File: config.mk
export PLATFORM = sky130hd
export DESIGN_NAME = irq_route_matrix
export DESIGN_NICKNAME = d
export VERILOG_FILES = /design/src/rtl/irq_route_pkg.sv /design/src/rtl/irq_route_cfg.sv /design/src/rtl/irq_route_err.sv /design/src/rtl/irq_route_matrix.sv
export SDC_FILE = /design/constraint.sdc
export NUM_CORES = 1
export LEC_CHECK = 0
export BUFFER_PORTS_ARGS = -buffer_cell sky130_fd_sc_hd__buf_2
export CORE_MARGIN = 1.5
export CORE_UTILIZATION = 45
export CTS_CLUSTER_DIAMETER = 80
export DETAILED_ROUTE_END_ITERATION = 8
export PLACE_DENSITY_LB_ADDON = 0.25
export SLEW_MARGIN = 10
export SYNTH_ARGS = -nofsm -noshare
export SYNTH_HDL_FRONTEND = slang
export SYNTH_SLANG_ARGS = --single-unit
export TNS_END_PERCENT = 50
File: constraint.sdc
create_clock -name clk -period 1.7 [get_ports clk]
set_clock_uncertainty 0.15 [all_clocks]
set_input_delay 0.255 -clock clk [delete_from_list [all_inputs] [get_ports clk]]
set_output_delay 0.255 -clock clk [all_outputs]
set_load 0.1 [all_outputs]
File: src/rtl/irq_route_pkg.sv
package irq_route_pkg;
    localparam int SRC_N    = 16;
    localparam int IRQ_N    = 16;
    localparam int RT_W     = 4;
    localparam int PIN_N    = 4;
    localparam int PIN_BASE = 12;

    typedef logic [RT_W-1:0] route_t;

    // true when a non-zero route must be rejected
    function automatic logic route_bad(input route_t rt, input logic limited);
        return (rt == route_t'(2)) || (limited && rt == route_t'(IRQ_N - 1));
    endfunction
endpackage

File: src/rtl/irq_route_cfg.sv
module irq_route_cfg
    import irq_route_pkg::*;
#(
    parameter int NUM_FN    = 8,
    parameter int FN_W      = $clog2(NUM_FN),
    parameter logic [7:0] LINE_ADDR = 8'h3C,
    parameter logic [7:0] PIN_AB    = 8'h55,
    parameter logic [7:0] PIN_BC    = 8'h56,
    parameter logic [7:0] PIN_CD    = 8'h57
) (
    input  logic                           clk,
    input  logic                           rst_n,
    input  logic                           wr_en,
    input  logic [FN_W-1:0]                wr_fn,
    input  logic [7:0]                     wr_addr,
    input  logic [7:0]                     wr_data,
    output logic [SRC_N-1:0][RT_W-1:0]     src_route
);
    typedef struct packed {
        logic [NUM_FN-1:1][RT_W-1:0] fn_rt;
        logic [PIN_N-1:0][RT_W-1:0]  pin_rt;
    } cfg_t;

    cfg_t st_d, st_q;

    always_comb begin
        st_d = st_q;
        if (wr_en) begin
            if (wr_addr == LINE_ADDR) begin
                for (int f = 1; f < NUM_FN; f++) begin
                    if (wr_fn == FN_W'(f)) st_d.fn_rt[f] = wr_data[RT_W-1:0];
                end
            end
            if (wr_fn == '0) begin
                if (wr_addr == PIN_AB) st_d.pin_rt[0] = wr_data[7:4];
                if (wr_addr == PIN_BC) begin
                    st_d.pin_rt[1] = wr_data[3:0];
                    st_d.pin_rt[2] = wr_data[7:4];
                end
                if (wr_addr == PIN_CD) st_d.pin_rt[3] = wr_data[7:4];
            end
        end
    end

    always_ff @(posedge clk) begin
        if (!rst_n) st_q <= '0;
        else        st_q <= st_d;
    end

    for (genvar s = 0; s < SRC_N; s++) begin : g_map
        if (s >= 1 && s < NUM_FN) begin : g_fn
            assign src_route[s] = st_q.fn_rt[s];
        end else if (s >= PIN_BASE) begin : g_pin
            assign src_route[s] = st_q.pin_rt[s-PIN_BASE];
        end else begin : g_none
            assign src_route[s] = '0;
        end
    end

    AST_CFG_HOLD: assert property (@(posedge clk) disable iff (!rst_n)
        !wr_en |=> $stable(src_route)) else $error("route changed without write");
endmodule

File: src/rtl/irq_route_err.sv
module irq_route_err
    import irq_route_pkg::*;
(
    input  logic                       clk,
    input  logic                       rst_n,
    input  logic [SRC_N-1:0]           flags,
    input  logic [SRC_N-1:0][RT_W-1:0] routes,
    output logic                       err_pulse,
    output logic [3:0]                 err_src,
    output logic [RT_W-1:0]            err_route
);
    typedef struct packed {
        logic            pulse;
        logic [3:0]      src;
        logic [RT_W-1:0] rt;
    } err_t;

    err_t st_d, st_q;

    always_comb begin
        st_d = '0;
        st_d.pulse = |flags;
        for (int s = SRC_N - 1; s >= 0; s--) begin
            if (flags[s]) begin
                st_d.src = 4'(s);
                st_d.rt  = routes[s];
            end
        end
    end

    always_ff @(posedge clk) begin
        if (!rst_n) st_q <= '0;
        else        st_q <= st_d;
    end

    assign err_pulse = st_q.pulse;
    assign err_src   = st_q.src;
    assign err_route = st_q.rt;

    AST_ERR_HAS_CAUSE: assert property (@(posedge clk) disable iff (!rst_n)
        err_pulse |-> $past(|flags)) else $error("error without cause");
endmodule

File: src/rtl/irq_route_matrix.sv
module irq_route_matrix
    import irq_route_pkg::*;
#(
    parameter int NUM_FN = 8,
    parameter int FN_W   = $clog2(NUM_FN),
    parameter logic [SRC_N-1:0] LIMIT_MASK = 16'h002C
) (
    input  logic              clk,
    input  logic              rst_n,
    input  logic [NUM_FN-1:1] fn_req,
    input  logic [PIN_N-1:0]  pin_req,
    input  logic              wr_en,
    input  logic [FN_W-1:0]   wr_fn,
    input  logic [7:0]        wr_addr,
    input  logic [7:0]        wr_data,
    output logic [IRQ_N-1:0]  irq_out,
    output logic              err_pulse,
    output logic [3:0]        err_src,
    output logic [RT_W-1:0]   err_route
);
    typedef struct packed {
        logic [IRQ_N-1:0][SRC_N-1:0] vec;
        logic [SRC_N-1:0]            prev;
    } mat_t;

    logic [SRC_N-1:0][RT_W-1:0] src_route;
    logic [SRC_N-1:0]           req_all;
    logic [SRC_N-1:0]           bad_flag;
    mat_t st_d, st_q;

    irq_route_cfg #(.NUM_FN(NUM_FN), .FN_W(FN_W)) u_cfg (
        .clk(clk), .rst_n(rst_n), .wr_en(wr_en), .wr_fn(wr_fn),
        .wr_addr(wr_addr), .wr_data(wr_data), .src_route(src_route)
    );

    for (genvar s = 0; s < SRC_N; s++) begin : g_req
        if (s >= 1 && s < NUM_FN) begin : g_fn
            assign req_all[s] = fn_req[s];
        end else if (s >= PIN_BASE) begin : g_pin
            assign req_all[s] = pin_req[s-PIN_BASE];
        end else begin : g_none
            assign req_all[s] = 1'b0;
        end
    end

    always_comb begin
        st_d      = '0;
        bad_flag  = '0;
        st_d.prev = req_all;
        for (int s = 0; s < SRC_N; s++) begin
            if (src_route[s] != '0) begin
                if (route_bad(src_route[s], LIMIT_MASK[s])) begin
                    bad_flag[s] = req_all[s] ^ st_q.prev[s];
                end else begin
                    st_d.vec[src_route[s]][s] = req_all[s];
                end
            end
        end
    end

    always_ff @(posedge clk) begin
        if (!rst_n) st_q <= '0;
        else        st_q <= st_d;
    end

    for (genvar i = 0; i < IRQ_N; i++) begin : g_or
        assign irq_out[i] = |st_q.vec[i];
    end

    irq_route_err u_err (
        .clk(clk), .rst_n(rst_n), .flags(bad_flag), .routes(src_route),
        .err_pulse(err_pulse), .err_src(err_src), .err_route(err_route)
    );

    AST_IDLE_LINES_LOW: assert property (@(posedge clk) disable iff (!rst_n)
        !$past(|req_all) |-> irq_out == '0) else $error("line high with no request");
    AST_LINE0_LOW: assert property (@(posedge clk) disable iff (!rst_n)
        !irq_out[0]) else $error("disabled route reached a line");
    AST_LINE2_LOW: assert property (@(posedge clk) disable iff (!rst_n)
        !irq_out[2]) else $error("route 2 reached a line");
    AST_ERR_ROUTE_BAD: assert property (@(posedge clk) disable iff (!rst_n)
        err_pulse |-> (err_route == 4'd2 || err_route == 4'd15)) else $error("bad error route");
    AST_ERR_SRC_REAL: assert property (@(posedge clk) disable iff (!rst_n)
        err_pulse |-> (err_src != 4'd0 && (err_src < 4'(NUM_FN) || err_src >= 4'(PIN_BASE))))
        else $error("error names no source");
    for (genvar s = 0; s < SRC_N; s++) begin : g_col
        logic [IRQ_N-1:0] col;
        for (genvar i = 0; i < IRQ_N; i++) begin : g_bit
            assign col[i] = st_q.vec[i][s];
        end
        AST_ONE_LINE_PER_SRC: assert property (@(posedge clk) disable iff (!rst_n)
            $onehot0(col)) else $error("source held on two lines");
    end
endmodule

==> results.cfg <==
[finish]
diodes = 0
final_area_mm2 = 0.0106
multi_input_area_mm2 = 0.00342
synthToLayoutAreaGrowth_pct = 38.8
nFillCells = 1311
finalCoreUtilization_pct = 63.8
final_nets = 965
ff_latch_area_mm2 = 0.00469
final_cells = 1167
drive_above_1_share_pct = 29.5

[clock_tree]
cts_buffers = 23
clkLatencyLatePin_ns = 0.50
htreeDepth = 1
cts_setup_buffers = 0
cts.sinks = 233
cts_root_buffer = clkbuf_16
cts_tree = done
cts_buffer_depth = 3
clk_pin_slew_worst_paths_ns = 0.06

[pwr]
power_frac_seq_pct = 49.3
powerDensity_mw_per_mm2 = 1060
total_leakage_power_nw = 4.42
p_sw_share_pct = 19.9
intPower_mw = 8.95
pwr-share-comb_pct = 2.6
clkPwrFrac_pct = 48.1
p_total_mw = 11.2
switching_power_mw = 2.22
vdd_drop_max_mv = 0.685

[setup_path]
path_max_fanout = 1
cp_num_buf_inv = 2
path_class = reg2out
max_stage_delay_ns = 0.33
r2r_slack_ns = -0.13
slowest_stage = dfxtp_2
crit_family = simple AND/OR/NAND/NOR gates
crit_chain = nor4_4 > buf_4 > nand3_4 > buf_12
arrival_ns = 1.55
worstSetupStartpointType = flop
required_ns = 1.29
endpoint_kind = output pin

[yosys]
yosys_warnings = 0
synth_top_flop_cell = dfxtp_1
ys_seq_area_share_pct = 61.2
synthMostInstantiatedCell = dfxtp_1
netlist_area_mm2 = 0.00763
syn_inst = 757
synth_area_leaders = dfxtp_1 61%, nor2_1 5.8%, mux2i_1 5.3%, nor4_1 4.7%, nand2_1 3.7%
synth_cell_type_count = 50
synth_area_per_cell_um2 = 10.1
postSynth.asyncResetShare_pct = 0
synth_largest_area_cell = dfxtp_1
synth_top_area_share_pct = 61.2
synthTopCellsByCount = 233 x dfxtp_1, 117 x nor2_1, 75 x nand2_1, 57 x nor4_1, 50 x nor3_1
synth_edf_count = 0
yosys_register_bits = 233

[die]
die_area_mm2 = 0.0177
ios = 58
die_x_um = 133
rows = 47
die_y_um = 133
core-area_mm2 = 0.0166
initial_core_util_pct = 46.0

[drt]
firstDrtPassIters = 4
viasPerCell = 5.13
vias = 5984
dr.first_iter.drc_count = 349
drc_errors = 0
drt-total-wl_um = 19800
antenna_left = 0
wl_per_cell_um = 16.9

[sta]
slew_headroom_pct = 66.2
max_freq_mhz = 511
maxSlewViolCount = 0
rsz0062_at_grt = true
fin_tns_setup_ns = -3.40
worst_pin_slew_ns = 0.503
min_period_ns = 1.96
finalWorstSetupSlack_ns = -0.256
fin_hold_ws_ns = 0.0300
finalCritPeriodShare_pct = 115
setup_violations = 17
final_hold_viol_count = 0

[placed_design]
post_dp_cell_area_mm2 = 0.00877
place.gp.congestion = 0.876
io_buffers = 57
dpl.hpwl_um = 14100
dp_cells = 1108
post-place-ws_ns = -0.155

[grt]
grt_antenna_before_repair = 0
grt_pass1_vias = 5671
track_usage_pct = 22.3
grt_pass1_wl_um = 30600
overflow = 0
grt_max_degree = 26

[hold_path]
worstHoldPathType = in2reg

[outcome]
status = complete, but fails checks
violations = negative setup slack

[run]
cap_viol_max_count = 0
[registers in the layout, summed over array words and instances (netlist names)]
name and count:
g_col.col 169, st_q 11, u_cfg.src_route 44, u_err.err_pulse 1, u_err.err_route 4, u_err.err_src 4
[worst min-delay path, stage by stage]
cell	delay, ns
buf_2	0.20
nand2_1	0.11
mux2i_1	0.06
[final timing paths]
kind | start | endpoint | cells past startpoint
worst max-delay path | g_col[3].col[4]$_SDFF_PP0_ | irq_out[4] | 4
worst min-delay path | rst_n | u_cfg.src_route[21]$_SDFFE_PN0P_ | 3
worst max register to register | u_cfg.src_route[59]$_SDFFE_PN0P_ | u_err.err_src[0]$_SDFF_PN0_ | 4
worst min register to register | u_cfg.src_route[10]$_SDFFE_PN0P_ | u_cfg.src_route[10]$_SDFFE_PN0P_ | 2
[final cells by class]
type	count	area share [%]
clock inverter	10	1.42
clock buffer	30	6.26
tap	220	2.60
inverter	13	0.461
multi-input combinational	501	32.3
sequential	233	44.3
timing repair buffer	160	12.7
[layer usage]
layer | wire (um) | GRT usage (%)
met5 | 0 | 0
met2 | 8900 | 35.3
met4 | 673 | 8.70
met1 | 9300 | 31.4
met3 | 878 | 2.55
[power by group through the flow]
stage | Combinational [mW] | Sequential (mW) | Clock (mW)
final | 0.292 | 5.51 | 5.37
after CTS | 0.276 | 5.51 | 5.42
after global routing | 0.318 | 5.51 | 5.67
after detailed placement | 0.233 | 5.63 | 0
after floorplan | 0.128 | 5.63 | 0
after global placement | 0.233 | 5.63 | 0
[cell usage in the layout, fill, tap and decap left out, drive strengths merged, types with 6 or more instances in the layout]
| master | instances |
|---|---|
| xor2 | 6 |
| dlygate4sd3 | 19 |
| nand3b | 12 |
| nor3 | 51 |
| conb | 18 |
| nand2b | 22 |
| nor4 | 57 |
| nand3 | 33 |
| mux2i | 40 |
| clkbuf | 30 |
| nand2 | 75 |
| a31oi | 6 |
| o21ai | 6 |
| buf | 141 |
| nor2 | 117 |
| dfxtp | 233 |
| inv | 13 |
| clkinv | 6 |
[kinds of logic (layout without fill, tap and decap cells)]
kind of cell	count (synthesis)	after routing	synth area share (%)
other cells	1	18	0.0492
buf+inv	40	213	2.49
mux	40	40	5.25
simple gates	402	402	27.0
compound gates	30	30	2.74
xor+xnor	11	11	1.26
flops	233	233	61.2
[what timing repair did]
action                                  CTS  global route
resized for setup                       114            52
endpoints found under the hold margin    51             0
pin swaps                                16            20
hold buffers                             19             0
endpoints found under the setup margin   24            25
Note: power is estimated with default switching activity, not from simulation.
